==> src/rtl/mdio_pkg.sv <==
package mdio_pkg;

    typedef enum logic [2:0] {
        FS_PRE   = 3'd0,
        FS_START = 3'd1,
        FS_OP    = 3'd2,
        FS_ADDR  = 3'd3,
        FS_TA    = 3'd4,
        FS_DATA  = 3'd5
    } fsm_e;

    localparam logic [1:0] OP_WR = 2'b01;
    localparam logic [1:0] OP_RD = 2'b10;

    localparam int PORT_AW = 5;
    localparam int REG_AW  = 5;
    localparam int HALF_W  = 16;

endpackage

==> src/rtl/mdio_sync.sv <==
module mdio_sync #(
    parameter int STAGES = 2
) (
    input  logic clk,
    input  logic rst_n,
    input  logic mdc_in,
    input  logic mdi_in,
    output logic mdc_rise,
    output logic bit_val
);

    logic [STAGES-1:0] mdc_d, mdc_q;
    logic [STAGES-1:0] mdi_d, mdi_q;
    logic              last_d, last_q;

    always_comb begin
        mdc_d  = {mdc_q[STAGES-2:0], mdc_in};
        mdi_d  = {mdi_q[STAGES-2:0], mdi_in};
        last_d = mdc_q[STAGES-1];
    end

    always_ff @(posedge clk or negedge rst_n) begin
        if (!rst_n) begin
            mdc_q  <= '0;
            mdi_q  <= '0;
            last_q <= 1'b0;
        end else begin
            mdc_q  <= mdc_d;
            mdi_q  <= mdi_d;
            last_q <= last_d;
        end
    end

    assign mdc_rise = mdc_q[STAGES-1] & ~last_q;
    assign bit_val  = mdi_q[STAGES-1];

endmodule

==> src/rtl/mdio_frame.sv <==
module mdio_frame
    import mdio_pkg::*;
#(
    parameter int PRE_LEN = 32
) (
    input  logic                clk,
    input  logic                rst_n,
    input  logic                bit_vld,
    input  logic                bit_val,
    input  logic [PORT_AW-1:0]  port_addr,
    input  logic [HALF_W-1:0]   rd_data,
    output logic                mdo,
    output logic                mdo_en,
    output logic                rd_req,
    output logic                wr_stb,
    output logic [REG_AW-1:0]   reg_addr,
    output logic [HALF_W-1:0]   wr_data
);

    localparam int CW_PRE = $clog2(PRE_LEN + 1);
    localparam int CW     = (CW_PRE > 4) ? CW_PRE : 4;
    localparam int AF_W   = PORT_AW + REG_AW;
    localparam logic [CW-1:0] PRE_MAX   = CW'(PRE_LEN);
    localparam logic [CW-1:0] OP_LAST   = CW'(1);
    localparam logic [CW-1:0] ADDR_LAST = CW'(AF_W - 1);
    localparam logic [CW-1:0] DATA_LAST = CW'(HALF_W - 1);

    typedef struct packed {
        fsm_e              st;
        logic [CW-1:0]     cnt;
        logic [1:0]        op;
        logic [AF_W-1:0]   ash;
        logic              hit;
        logic [REG_AW-1:0] regad;
        logic [HALF_W-1:0] wsh;
        logic [HALF_W-1:0] rsh;
        logic              mdo;
        logic              oe;
        logic              rd_req;
        logic              wr_stb;
    } frm_t;

    frm_t            d, q;
    logic [AF_W-1:0] addr_full;
    logic            is_rd;

    always_comb begin
        d         = q;
        d.rd_req  = 1'b0;
        d.wr_stb  = 1'b0;
        addr_full = {q.ash[AF_W-2:0], bit_val};
        is_rd     = q.hit && (q.op == OP_RD);

        if (q.rd_req) begin
            d.rsh = rd_data;
        end

        if (bit_vld) begin
            unique case (q.st)
                FS_PRE: begin
                    if (bit_val) begin
                        if (q.cnt != PRE_MAX) d.cnt = q.cnt + 1'b1;
                    end else if (q.cnt == PRE_MAX) begin
                        d.st  = FS_START;
                        d.cnt = '0;
                    end else begin
                        d.cnt = '0;
                    end
                end
                FS_START: begin
                    d.cnt = '0;
                    d.st  = bit_val ? FS_OP : FS_PRE;
                end
                FS_OP: begin
                    d.op = {q.op[0], bit_val};
                    if (q.cnt == OP_LAST) begin
                        d.st  = FS_ADDR;
                        d.cnt = '0;
                    end else begin
                        d.cnt = q.cnt + 1'b1;
                    end
                end
                FS_ADDR: begin
                    d.ash = addr_full;
                    if (q.cnt == ADDR_LAST) begin
                        d.regad  = addr_full[REG_AW-1:0];
                        d.hit    = (addr_full[AF_W-1:REG_AW] == port_addr) &&
                                   ((q.op == OP_WR) || (q.op == OP_RD));
                        d.rd_req = (addr_full[AF_W-1:REG_AW] == port_addr) &&
                                   (q.op == OP_RD);
                        d.st     = FS_TA;
                        d.cnt    = '0;
                    end else begin
                        d.cnt = q.cnt + 1'b1;
                    end
                end
                FS_TA: begin
                    if (q.cnt == '0) begin
                        d.cnt = q.cnt + 1'b1;
                        if (is_rd) begin
                            d.oe  = 1'b1;
                            d.mdo = 1'b0;
                        end
                    end else begin
                        d.st  = FS_DATA;
                        d.cnt = '0;
                        if (is_rd) begin
                            d.mdo = q.rsh[HALF_W-1];
                            d.rsh = {q.rsh[HALF_W-2:0], 1'b0};
                        end
                    end
                end
                FS_DATA: begin
                    d.wsh = {q.wsh[HALF_W-2:0], bit_val};
                    if (q.cnt == DATA_LAST) begin
                        d.oe     = 1'b0;
                        d.mdo    = 1'b0;
                        d.wr_stb = q.hit && (q.op == OP_WR);
                        d.st     = FS_PRE;
                        d.cnt    = '0;
                    end else begin
                        d.cnt = q.cnt + 1'b1;
                        if (is_rd) begin
                            d.mdo = q.rsh[HALF_W-1];
                            d.rsh = {q.rsh[HALF_W-2:0], 1'b0};
                        end
                    end
                end
                default: begin
                    d.st  = FS_PRE;
                    d.cnt = '0;
                end
            endcase
        end
    end

    always_ff @(posedge clk or negedge rst_n) begin
        if (!rst_n) begin
            q <= '{st: FS_PRE, default: '0};
        end else begin
            q <= d;
        end
    end

    assign mdo      = q.mdo;
    assign mdo_en   = q.oe;
    assign rd_req   = q.rd_req;
    assign wr_stb   = q.wr_stb;
    assign reg_addr = q.regad;
    assign wr_data  = q.wsh;

    AST_OE_ONLY_READ: assert property (@(posedge clk) disable iff (!rst_n)
        q.oe |-> (q.hit && (q.op == OP_RD)));
    AST_OE_IN_WINDOW: assert property (@(posedge clk) disable iff (!rst_n)
        q.oe |-> ((q.st == FS_TA) || (q.st == FS_DATA)));
    AST_TA_DRIVES_ZERO: assert property (@(posedge clk) disable iff (!rst_n)
        $rose(q.oe) |-> !q.mdo);
    AST_WRITE_NEEDS_HIT: assert property (@(posedge clk) disable iff (!rst_n)
        q.wr_stb |-> (q.hit && (q.op == OP_WR)));
    AST_RDREQ_NO_OE: assert property (@(posedge clk) disable iff (!rst_n)
        q.rd_req |-> !q.oe);

endmodule

==> src/rtl/mdio_regfile.sv <==
module mdio_regfile
    import mdio_pkg::*;
#(
    parameter int NSTAT = 4,
    parameter int NCFG  = 2
) (
    input  logic                              clk,
    input  logic                              rst_n,
    input  logic [NSTAT-1:0][2*HALF_W-1:0]    stat_i,
    input  logic                              rd_req,
    input  logic                              wr_stb,
    input  logic [REG_AW-1:0]                 reg_addr,
    input  logic [HALF_W-1:0]                 wr_data,
    output logic [HALF_W-1:0]                 rd_data,
    output logic [NCFG-1:0][2*HALF_W-1:0]     cfg_o,
    output logic [2*NCFG-1:0]                 vld_o
);

    localparam int HW       = HALF_W;
    localparam int DW       = 2 * HALF_W;
    localparam int CFG_BASE = 2 * NSTAT;
    localparam int NHALF    = 2 * NCFG;

    typedef struct packed {
        logic [NSTAT-1:0][HW-1:0] hold;
        logic [NCFG-1:0][DW-1:0]  cfg;
        logic [NHALF-1:0]         vld;
    } rf_t;

    rf_t d, q;

    always_comb begin
        d     = q;
        d.vld = '0;
        for (int i = 0; i < NSTAT; i++) begin
            if (rd_req && (reg_addr == REG_AW'(2 * i))) begin
                d.hold[i] = stat_i[i][DW-1:HW];
            end
        end
        for (int j = 0; j < NHALF; j++) begin
            if (wr_stb && (reg_addr == REG_AW'(CFG_BASE + j))) begin
                d.vld[j]                       = 1'b1;
                d.cfg[j/2][(j%2)*HW +: HW]     = wr_data;
            end
        end
    end

    always_comb begin
        rd_data = '0;
        for (int i = 0; i < NSTAT; i++) begin
            if (reg_addr == REG_AW'(2 * i))     rd_data = stat_i[i][HW-1:0];
            if (reg_addr == REG_AW'(2 * i + 1)) rd_data = q.hold[i];
        end
        for (int j = 0; j < NHALF; j++) begin
            if (reg_addr == REG_AW'(CFG_BASE + j)) rd_data = q.cfg[j/2][(j%2)*HW +: HW];
        end
    end

    always_ff @(posedge clk or negedge rst_n) begin
        if (!rst_n) begin
            q <= '0;
        end else begin
            q <= d;
        end
    end

    assign cfg_o = q.cfg;
    assign vld_o = q.vld;

    AST_STB_ONEHOT: assert property (@(posedge clk) disable iff (!rst_n)
        $onehot0(q.vld));
    AST_STB_ONE_CYCLE: assert property (@(posedge clk) disable iff (!rst_n)
        (|q.vld) |=> !(|q.vld));
    AST_CFG_HOLD: assert property (@(posedge clk) disable iff (!rst_n)
        !wr_stb |=> $stable(q.cfg));
    AST_CAPTURE_ON_READ: assert property (@(posedge clk) disable iff (!rst_n)
        !rd_req |=> $stable(q.hold));

endmodule

==> src/rtl/mdio_cfg_slave.sv <==
module mdio_cfg_slave
    import mdio_pkg::*;
#(
    parameter int SYNC_STAGES = 2,
    parameter int PRE_LEN     = 32
) (
    input  logic        clk,
    input  logic        rst_n,
    input  logic        mdc,
    input  logic        mdi,
    input  logic [4:0]  port_addr,
    input  logic [31:0] status0,
    input  logic [31:0] status1,
    input  logic [31:0] status2,
    input  logic [31:0] status3,
    output logic        mdo,
    output logic        mdo_en,
    output logic [31:0] cfg0,
    output logic [31:0] cfg1,
    output logic        cfg0_lo_vld,
    output logic        cfg0_hi_vld,
    output logic        cfg1_lo_vld,
    output logic        cfg1_hi_vld
);

    localparam int NSTAT = 4;
    localparam int NCFG  = 2;

    logic                          mdc_rise;
    logic                          bit_val;
    logic                          rd_req;
    logic                          wr_stb;
    logic [REG_AW-1:0]             reg_addr;
    logic [HALF_W-1:0]             wr_data;
    logic [HALF_W-1:0]             rd_data;
    logic [NSTAT-1:0][2*HALF_W-1:0] stat_w;
    logic [NCFG-1:0][2*HALF_W-1:0]  cfg_w;
    logic [2*NCFG-1:0]             vld_w;

    assign stat_w = {status3, status2, status1, status0};

    mdio_sync #(
        .STAGES (SYNC_STAGES)
    ) u_sync (
        .clk      (clk),
        .rst_n    (rst_n),
        .mdc_in   (mdc),
        .mdi_in   (mdi),
        .mdc_rise (mdc_rise),
        .bit_val  (bit_val)
    );

    mdio_frame #(
        .PRE_LEN (PRE_LEN)
    ) u_frame (
        .clk       (clk),
        .rst_n     (rst_n),
        .bit_vld   (mdc_rise),
        .bit_val   (bit_val),
        .port_addr (port_addr),
        .rd_data   (rd_data),
        .mdo       (mdo),
        .mdo_en    (mdo_en),
        .rd_req    (rd_req),
        .wr_stb    (wr_stb),
        .reg_addr  (reg_addr),
        .wr_data   (wr_data)
    );

    mdio_regfile #(
        .NSTAT (NSTAT),
        .NCFG  (NCFG)
    ) u_regs (
        .clk      (clk),
        .rst_n    (rst_n),
        .stat_i   (stat_w),
        .rd_req   (rd_req),
        .wr_stb   (wr_stb),
        .reg_addr (reg_addr),
        .wr_data  (wr_data),
        .rd_data  (rd_data),
        .cfg_o    (cfg_w),
        .vld_o    (vld_w)
    );

    assign cfg0        = cfg_w[0];
    assign cfg1        = cfg_w[1];
    assign cfg0_lo_vld = vld_w[0];
    assign cfg0_hi_vld = vld_w[1];
    assign cfg1_lo_vld = vld_w[2];
    assign cfg1_hi_vld = vld_w[3];

endmodule

==> config.mk <==
export PLATFORM = sky130hd
export DESIGN_NAME = mdio_cfg_slave
export DESIGN_NICKNAME = d
export VERILOG_FILES = /design/src/rtl/mdio_pkg.sv /design/src/rtl/mdio_sync.sv /design/src/rtl/mdio_frame.sv /design/src/rtl/mdio_regfile.sv /design/src/rtl/mdio_cfg_slave.sv
export SDC_FILE = /design/constraint.sdc
export NUM_CORES = 1
export LEC_CHECK = 0
export BUFFER_PORTS_ARGS = -buffer_cell sky130_fd_sc_hd__buf_4
export CORE_UTILIZATION = 35
export CTS_BUF_LIST = sky130_fd_sc_hd__clkbuf_4
export DETAILED_ROUTE_END_ITERATION = 10
export PLACE_DENSITY = 0.63
export SLEW_MARGIN = 20
export SYNTH_ARGS = -nofsm -noshare
export SYNTH_HDL_FRONTEND = slang
export SYNTH_SLANG_ARGS = --single-unit
==> constraint.sdc <==
create_clock -name clk -period 6.35 [get_ports clk]
set_input_delay 0.3175 -clock clk [delete_from_list [all_inputs] [get_ports clk]]
set_output_delay 0.3175 -clock clk [all_outputs]
set_load 0.02 [all_outputs]
==> run_results.csv, run 1 <==
group,metric,value,unit
sta,final.setup.tns,0,ps
run,maxCapViolations,0,
place,portBuffers,206,
worst_setup_path,crit_arrival,3960,ps
pwr,seqPwrFrac,59.6,%
detailed_routing,dr.pass1.iters,7,
worst_setup_path,required,6860,ps
yosys,postSynthCellCount,961,
worst_setup_path,slowest_delay,780,ps
floorplanning,die_x,174,um
yosys,synth_nets,1103,
pwr,p_leak,5.90,nW
clock_network,insertion_delay,640,ps
floorplanning,rows,62,
cells_and_area,fillers,2763,
floorplanning,die_height,174,um
yosys,syn_avg_cell_area,10.8,um2
worst_setup_path,crit_chain,"or3b_1, nor3_2, nand2_1, mux2_2",
pwr,clkPwrFrac,31.3,%
sta,finalCriticalPeriod,3450,ps
clock_network,path_clk_slew,170,ps
yosys,synth_async_sr_flop_share,100,%
global_routing,grt_pass1_vias,8380,
sta,fin_crit_sh,54.3,%
detailed_routing,routed_via_density,5.44,
worst_setup_path,slowest_stage,"nor3_2",
global_routing,antenna_found_initial,1,
pwr,switching_power,0.620,mW
yosys,ys_types,73,
pwr,peakVddDrop,0.000133,V
pwr,p_comb_share,9.1,%
global_routing,grt_start_max_net_pins,74,
place,gp_congestion,0.989,
yosys,synth_top_area_share,47.9,%
sta,rsz0062_at_grt,"false",
cells_and_area,drive_gt1_share,37.2,%
floorplanning,core_area,28900,um2
hold_path,hold_path_class,"in -> reg",
clock_network,cts_buffers,17,
sta,slew_headroom,24.8,%
sta,hold-worst-slack,150,ps
detailed_routing,wirelength,34000,um
detailed_routing,drt_iter0_drc,635,
clock_network,cts_resized,0,
floorplanning,dieArea,30400,um2
worst_setup_path,setup.worst_path.class,"reg -> reg",
place,pre_cts_ws,2980,ps
clock_network,cts_sinks,199,
sta,finalMaxSlewViolations,0,
global_routing,grt_overflow,0,
clock_network,cts_tree,"yes",
worst_setup_path,critPathCaptureType,"flop",
sta,tightestPinTransition,1130,ps
floorplanning,initial_core_util,35.9,%
run_status,status,"completed",
place,hpwlAfterDp,24900,um
worst_setup_path,path_delay_family,"simple AND/OR/NAND/NOR gates",
pwr,pwr_density_cell,173,nW/um2
sta,setup_viol_count_final,0,
sta,max_freq,0.290,GHz
sta,setup_slack,2900,ps
clock_network,cts_max_level,4,
floorplanning,num_io_pins,207,
yosys,netlist_area,10400,um2
sta,hold_viol,0,
clock_network,ctsRootBufferMaster,"clkbuf_4",
detailed_routing,drc_errors,0,
detailed_routing,num_vias,8387,
worst_setup_path,cp-start-kind,"flop",
detailed_routing,wl_per_cell,22.0,um
pwr,p_int,1.58,mW
clock_network,cts_buffer_depth,2,
yosys,ys_seq_area_share,47.9,%
yosys,synth_area_leaders,"dfrtp_1 (48%), mux2_2 (17%), buf_4 (4.8%), a21oi_1 (3.0%), o21ai_0 (2.4%)",
cells_and_area,areaGrowthSynthToFinish,22.5,%
yosys,synth_top_flop_cell,"dfrtp_1",
yosys,synth_largest_area_cell,"dfrtp_1",
yosys,synth_edf_count,0,
global_routing,globalRouteTotalUtil,22.4,%
yosys,yosysWarnings,0,
sta,finalClockSkew,29.6,ps
global_routing,grt_pass1_wl,50900,um
detailed_routing,ant_nets,0,
worst_setup_path,cp_max_fo,29,
worst_setup_path,cp.buffers_inverters,0,
pwr,swShare,28.1,%
yosys,synth_seq_cells,199,
cells_and_area,final_nets,1286,
## per-layer routing
layer  wire length, um  global-route usage, %  up-vias
met3              1820                   3.35       57
li1                  -                      -     3810
met1             15300                   31.2     4210
met5                 0                      0        -
met2             15700                   34.7      310
met4              1150                   9.06        0
## layout by cell type (no fill, tap or decap), types with 10 or more instances in the layout
| cell type | netlist | routed |
|---|---|---|
| a21oi_1 | 63 | 63 |
| inv_1 | 21 | 21 |
| dlygate4sd3_1 | 0 | 67 |
| mux2_2 | 158 | 158 |
| nor3_1 | 13 | 12 |
| dfrtp_1 | 199 | 199 |
| a22oi_1 | 16 | 16 |
| nor2_1 | 39 | 39 |
| nand3_1 | 19 | 19 |
| nand2_1 | 59 | 59 |
| o211ai_1 | 10 | 10 |
| nor2b_1 | 11 | 11 |
| clkbuf_4 | 0 | 17 |
| o21ai_0 | 49 | 49 |
| buf_4 | 67 | 216 |
| o22ai_1 | 12 | 12 |
## kinds of logic after synthesis
kind of cell | Yosys count | synth area share (%)
buffers and inverters | 141 | 7.81
and+or+nand+nor | 216 | 11.1
AOI/OAI and AO/OA | 233 | 14.7
xor gates and xnor gates | 5 | 0.421
adders and majority gates | 5 | 0.602
DFF | 199 | 47.9
muxes | 162 | 17.5
## synth_stat cells (6+ instances only)
master and count:
nor3_1 13, mux2_2 158, a21o_1 9, buf_2 25
and3_1 6, a22oi_1 16, o21ai_0 49, nor2b_1 11
nor2_1 39, buf_4 67, clkbuf_1 27, o211ai_1 10
or3_1 7, or2_2 6, o21a_1 6, a21oi_1 63
dfrtp_1 199, inv_1 21, a31oi_1 7, nor4_1 6
nand3_1 19, nand2b_1 9, a221o_1 6, o221ai_1 7
a22o_1 6, o22ai_1 12, nand2_1 59
## metrics by stage
step           total power, mW  cell area [um2]  utilization [%]  instances
3_5_place_dp              1.51            11800             40.7       1442
4_1_cts                   2.22            12700             44.0       1541
2_1_floorplan             1.38            10400                -        961
5_1_grt                   2.28            12700             44.0       1542
6_report                  2.20            12700             44.0       1542
3_3_place_gp              1.50            11800             40.7       1442
## path summary, 6_finish.rpt
path | startpoint | to | slack (ps) | cells past startpoint
max | u_frame.reg_addr[2]$_DFFE_PN0P_ | u_regs.cfg_o[42]$_DFFE_PN0P_ | 2900 | 4
min | port_addr[1] | u_frame.rd_req$_DFF_PN0_ | 150 | 5
max reg2reg | u_frame.reg_addr[2]$_DFFE_PN0P_ | u_regs.cfg_o[42]$_DFFE_PN0P_ | 2900 | 4
min reg2reg | u_sync.mdc_q[0]$_DFF_PN0_ | u_sync.mdc_q[1]$_DFF_PN0_ | 370 | 0
max in group asynchronous | rst_n | u_regs.q[125]$_DFFE_PN0P_ | 4830 | 3
min in group asynchronous | rst_n | u_regs.cfg_o[1]$_DFFE_PN0P_ | 250 | 2
## worst min-delay path, delay by kind of cell
| kind | cells | cell delay [ps] |
|---|---|---|
| buffers and inverters | 1 | 80 |
| XOR/XNOR | 1 | 60 |
| AND/OR/NAND/NOR | 3 | 290 |
## sequential cells by signal (all words and copies together) (netlist names), 2 cells and up
signal             flops
u_regs.vld_o           4
u_regs.cfg_o          64
u_regs.q              64
u_frame.wr_data       16
u_frame.q             28
u_sync.mdc_q           2
u_frame.addr_full      9
u_frame.reg_addr       5
u_sync.mdi_q           2
## timing repair
action | 4_1_cts | 5_1_grt
hold endpoints to repair | 137 | 0
buffers inserted | 0 | 0
endpoints found under the setup margin | 0 | 0
hold buffers | 67 | 0
## final cells by class
class                   instances  area [um2]  share of cell area, %
well taps                     384         480                   3.77
diodes                          1        2.50                 0.0196
multi-input cells             621        4610                   36.2
clock buffers                  17         128                   1.00
flip-flops and latches        199        4980                   39.1
repair buffers                284        2310                   18.1
clock inverters                15         153                   1.20
inverters                      21        78.8                  0.619
## power by group through the flow
stage | Clock [mW] | Combinational, mW | Sequential [mW]
after floorplan | 0 | 0.0598 | 1.32
after global placement | 0 | 0.167 | 1.34
after detailed placement | 0 | 0.169 | 1.34
after CTS | 0.705 | 0.204 | 1.31
after global routing | 0.750 | 0.218 | 1.32
final | 0.689 | 0.201 | 1.31
(Power assumes the default switching activity.)
==> inputs of run 2 (changes only) <==
PLACE_DENSITY = 0.65   (was 0.63)
clock period = 2.8 ns   (was 6.35 ns; I/O delays follow)
==> run 2 against run 1 <==
  * Hold slack lost 110 ps
  * Total power rose by 130%
  * Highest routed layer unchanged
  * Critical endpoint is now u_frame.q[11]$_DFF_PN0_
  * Wire length is 4.4% higher
  * First-iteration DRC count up 12%
  * Count of clock-buffer cells in the layout rose by 1
==> run_results.csv, run 2 (same netlist as run 1, synthesis figures left out) <==
group,metric,value,unit
run_status,status,"completed",
cells_and_area,final_common_cell,"buf_4",
hold_path,hp-start,"status2[11]",
worst_setup_path,slowest_stage,"dfrtp_1",
global_routing,grt_pass1_vias,8833,
floorplanning,die_height,174,um
clock_network,postCtsHoldBufs,71,
sta,finalCriticalPeriod,2700,ps
floorplanning,initial_core_util,35.9,%
floorplanning,core_area,28900,um2
cells_and_area,final_nets,1336,
floorplanning,dieArea,30400,um2
worst_setup_path,cp.buffers_inverters,1,
worst_setup_path,setup.worst_path.class,"reg -> reg",
pwr,peakVddDrop,0.000239,V
floorplanning,die_x,174,um
sta,tightestPinTransition,997,ps
worst_setup_path,cp-startpoint,"u_frame.reg_addr[2]$_DFFE_PN0P_",
place,portBuffers,206,
sta,hold_viol,0,
clock_network,cts_sinks,199,
clock_network,ctsRootBufferMaster,"clkbuf_4",
worst_setup_path,path_delay_family,"compound AO/OA/AOI/OAI gates",
clock_network,cts_max_level,4,
sta,finalClockSkew,21.2,ps
sta,max_freq,0.370,GHz
run,maxCapViolations,0,
place,placed_cells,1488,
cells_and_area,layout_common_cells,"buf_4 (258), dfrtp_1 (199), mux2_2 (158)",
detailed_routing,num_vias,8672,
worst_setup_path,crit_chain,"or3_1, nor3_2, buf_4, a221oi_1, a22oi_1, a211oi_1, o31ai_1",
worst_setup_path,required,3290,ps
detailed_routing,drc_errors,0,
clock_network,cts_buffers,17,
sta,setup_viol_count_final,0,
clock_network,cts_resized,0,
cells_and_area,drive_gt1_share,39.3,%
floorplanning,rows,62,
cells_and_area,finalNonFillerCells,1592,
clock_network,insertion_delay,610,ps
clock_network,cts_buffer_depth,2,
hold_path,hold_path_class,"in -> reg",
global_routing,grt_overflow,0,
worst_setup_path,critPathCaptureType,"flop",
cells_and_area,areaGrowthSynthToFinish,26.6,%
detailed_routing,wirelength,35400,um
pwr,p_leak,6.17,nW
global_routing,grt_start_max_net_pins,73,
pwr,pwr_density_cell,379,nW/um2
detailed_routing,routed_via_density,5.45,
detailed_routing,dr.pass1.iters,5,
global_routing,grt_pass1_wl,53900,um
cells_and_area,fillers,2732,
sta,rsz0062_at_grt,"false",
sta,finalMaxSlewViolations,0,
clock_network,post_cts_buffers,0,
place,dpl_cell_area,12200,um2
worst_setup_path,crit_arrival,3190,ps
sta,slew_headroom,33.1,%
clock_network,cts_tree,"yes",
sta,fin_crit_sh,96.5,%
detailed_routing,ant_nets,0,
global_routing,antenna_found_initial,1,
clock_network,path_clk_slew,170,ps
place,gp_congestion,1.01,
worst_setup_path,cp_max_fo,20,
place,hpwlAfterDp,26400,um
cells_and_area,stdcell_area,13200,um2
floorplanning,num_io_pins,207,
worst_setup_path,r2r-start,"u_frame.reg_addr[2]$_DFFE_PN0P_",
worst_setup_path,cp-start-kind,"flop",
detailed_routing,drt_iter0_drc,712,
detailed_routing,wl_per_cell,22.3,um
worst_setup_path,slowest_delay,800,ps
sta,final.setup.tns,0,ps
sta,hold-worst-slack,45.2,ps
global_routing,globalRouteTotalUtil,23.8,%
[run 2: layer usage]
| layer | wire length (um) | vias to the layer above | GRT usage, % |
|---|---|---|---|
| met3 | 1950 | 59 | 4.29 |
| met1 | 15800 | 4383 | 32.3 |
| li1 | - | 3910 | - |
| met2 | 16500 | 320 | 37.6 |
| met4 | 1150 | 0 | 9.25 |
| met5 | 0 | - | 0 |
[run 2: worst reg2reg max path, cell delays in order, from the launching register on]
cell and delay, ps:
dfrtp_1 800, or3_1 360, nor3_2 60, buf_4 180, a221oi_1 460, a22oi_1 160, a211oi_1 450, o31ai_1 120
[run 2: area by class of cell]
| cell class | count | area [um2] | area share [%] |
|---|---|---|---|
| antenna | 1 | 2.50 | 0.0190 |
| clock buffer | 18 | 135 | 1.03 |
| clock inverter | 14 | 136 | 1.04 |
| inverter | 21 | 78.8 | 0.599 |
| multi-input combinational | 621 | 4610 | 35.0 |
| sequential | 199 | 4980 | 37.8 |
| tap | 384 | 480 | 3.65 |
| timing repair buffer | 334 | 2740 | 20.8 |
[run 2: power breakdown]
group / leakage [nW] / internal [mW] / switching (mW)
Sequential: 2.59 / 2.93 / 0.0549
Combinational: 3.44 / 0.267 / 0.200
Clock: 0.149 / 0.478 / 1.06
[run 2: final timing paths]
path                                           endpoint  slack [ps]  cells after the start
max in group asynchronous  u_regs.cfg_o[28]$_DFFE_PN0P_        1910                      3
min in group asynchronous     u_regs.q[113]$_DFFE_PN0P_         110                      2
setup reg to reg                u_frame.q[11]$_DFF_PN0_         100                      7
hold / removal                  u_frame.q[15]$_DFF_PN0_          50                      4
hold reg to reg               u_sync.mdi_q[1]$_DFF_PN0_         370                      0
setup / recovery                u_frame.q[11]$_DFF_PN0_         100                      7
[run 2: stage by stage]
step / util (%) / power [mW] / setup WS [ps]
final: 45.5 / 4.99 / 99.1
after floorplan: - / 3.13 / 623
after global routing: 45.5 / 5.21 / 20.3
after CTS: 45.5 / 5.05 / 158
after detailed placement: 42.1 / 3.42 / 172
after global placement: 42.1 / 3.42 / 227
==> inputs of run 3 (changes only) <==
PLACE_DENSITY = 0.63   (was 0.65)
clock period = 3.25 ns   (was 2.8 ns; I/O delays follow)
==> run 3 against run 2 <==
  * Combinational power down 13%
  * Maximum frequency down 2.4%
  * Sequential power down 14%
  * Largest power group unchanged
  * Highest routed layer unchanged
==> run_results.csv, run 3 (same netlist as run 1, synthesis figures left out) <==
group,metric,value,unit
floorplanning,num_io_pins,207,
worst_setup_path,cp_max_fo,9,
floorplanning,rows,62,
place,pre_cts_ws,677,ps
floorplanning,die_height,174,um
floorplanning,dieArea,30400,um2
detailed_routing,wirelength,34800,um
global_routing,grt_pass1_vias,8565,
sta,finalCriticalPeriod,2770,ps
hold_path,hold_path_class,"in -> reg",
global_routing,globalRouteTotalUtil,23.2,%
run,maxCapViolations,0,
pwr,pwr_density_cell,331,nW/um2
floorplanning,core_area,28900,um2
cells_and_area,final_common_cell,"buf_4",
worst_setup_path,r2r-end,"u_frame.rd_req$_DFF_PN0_",
sta,setup_slack,483,ps
floorplanning,die_x,174,um
worst_setup_path,setup.worst_path.class,"reg -> reg",
detailed_routing,routed_via_density,5.44,
clock_network,cts_resized,0,
place,gp_congestion,0.936,
global_routing,grt_start_max_net_pins,108,
clock_network,path_clk_slew,160,ps
worst_setup_path,cp-start-kind,"flop",
clock_network,ctsRootBufferMaster,"clkbuf_4",
sta,finalMaxSlewViolations,0,
clock_network,cts_max_level,4,
run_status,status,"completed",
detailed_routing,num_vias,8566,
sta,slew_headroom,30.2,%
clock_network,cts_tree,"yes",
sta,hold_viol,0,
floorplanning,initial_core_util,35.9,%
global_routing,grt_pass1_wl,52700,um
worst_setup_path,crit_chain,"inv_1, ha_1, nor4b_1, nand3_1, buf_4, nor4_1, dlygate4sd3_1, and2_1",
place,hpwlAfterDp,25700,um
clock_network,insertion_delay,620,ps
hold_path,hold_path_depth,4,
sta,tightestPinTransition,1040,ps
worst_setup_path,required,3810,ps
worst_setup_path,reg2reg_slack,480,ps
clock_network,cts_sinks,199,
pwr,p_leak,6.07,nW
clock_network,postCtsHoldBufs,72,
worst_setup_path,r2r_cells,8,
cells_and_area,areaGrowthSynthToFinish,25.5,%
sta,max_freq,0.361,GHz
detailed_routing,dr.pass1.iters,5,
sta,rsz0062_at_grt,"false",
worst_setup_path,crit_arrival,3320,ps
cells_and_area,drive_gt1_share,38.5,%
clock_network,cts_buffer_depth,2,
clock_network,post_cts_buffers,0,
worst_setup_path,r2r-start,"u_frame.q[55]$_DFFE_PN0P_",
worst_setup_path,path_delay_family,"simple AND/OR/NAND/NOR gates",
detailed_routing,drt_iter0_drc,635,
worst_setup_path,critPathCaptureType,"flop",
cells_and_area,layout_common_cells,"buf_4 (240), dfrtp_1 (199), mux2_2 (158)",
sta,finalClockSkew,34.3,ps
clock_network,cts_buffers,17,
detailed_routing,ant_nets,0,
detailed_routing,wl_per_cell,22.1,um
worst_setup_path,slowest_delay,630,ps
global_routing,grt_overflow,0,
pwr,peakVddDrop,0.000171,V
sta,setup_viol_count_final,0,
hold_path,min_to,"u_frame.q[41]$_DFFE_PN0P_",
detailed_routing,drc_errors,0,
sta,fin_crit_sh,85.1,%
worst_setup_path,cp.buffers_inverters,3,
cells_and_area,final_nets,1319,
global_routing,antenna_found_initial,1,
sta,final.setup.tns,0,ps
place,portBuffers,206,
hold_path,hp-start,"port_addr[2]",
worst_setup_path,slowest_stage,"dlygate4sd3_1",
[run 3: metrics by stage]
step	util (%)	cells	hold WS (ps)	power [mW]	instance area [um2]
floorplan	-	961	-133	2.70	10400
global placement	41.6	1470	273	2.95	12000
detailed placement	41.6	1470	273	2.95	12000
CTS	45.1	1574	9.27	4.37	13100
global route	45.1	1575	29.5	4.49	13100
finish	45.1	1575	54.1	4.33	13100
[run 3: area by class of cell]
cell class / instances / area (um2)
Fill cell: 2749 / 15900
Sequential cell: 199 / 4980
Multi-Input combinational cell: 621 / 4610
Timing Repair Buffer: 317 / 2620
Tap cell: 384 / 480
Clock inverter: 15 / 158
Clock buffer: 17 / 128
Inverter: 21 / 78.8
Antenna cell: 1 / 2.50
[run 3: where the power goes]
group / internal [mW] / switching (mW)
Combinational: 0.230 / 0.174
Clock: 0.349 / 1.01
Sequential: 2.52 / 0.0464
Total: 3.10 / 1.23
[run 3: per-layer routing]
layer	track usage [%]	share of wire [%]	vias to the layer above
li1	-	-	3873
met1	32.5	45	4316
met2	36.0	46	317
met3	3.74	5.5	60
met4	8.41	3.2	0
met5	0	0	-
[run 3: tightest hold or removal path, delay by kind of cell]
kind	cells	cell delay (ps)
compound gates	1	170
xor+xnor	1	130
simple gates	1	90
buf+inv	1	80
[run 3: how the worst max path moves through the flow]
stage,slack [ps],start,end,depth (start not counted)
2_1_floorplan,1070,u_frame.reg_addr[4]$_DFFE_PN0P_,u_regs.q[89]$_DFFE_PN0P_,6
3_3_place_gp,670,u_frame.reg_addr[2]$_DFFE_PN0P_,u_frame.q[15]$_DFF_PN0_,7
3_5_place_dp,680,u_frame.reg_addr[2]$_DFFE_PN0P_,u_frame.q[15]$_DFF_PN0_,7
4_1_cts,530,u_frame.q[55]$_DFFE_PN0P_,u_frame.rd_req$_DFF_PN0_,8
5_1_grt,310,u_frame.q[55]$_DFFE_PN0P_,u_frame.rd_req$_DFF_PN0_,8
6_report,480,u_frame.q[55]$_DFFE_PN0P_,u_frame.rd_req$_DFF_PN0_,8
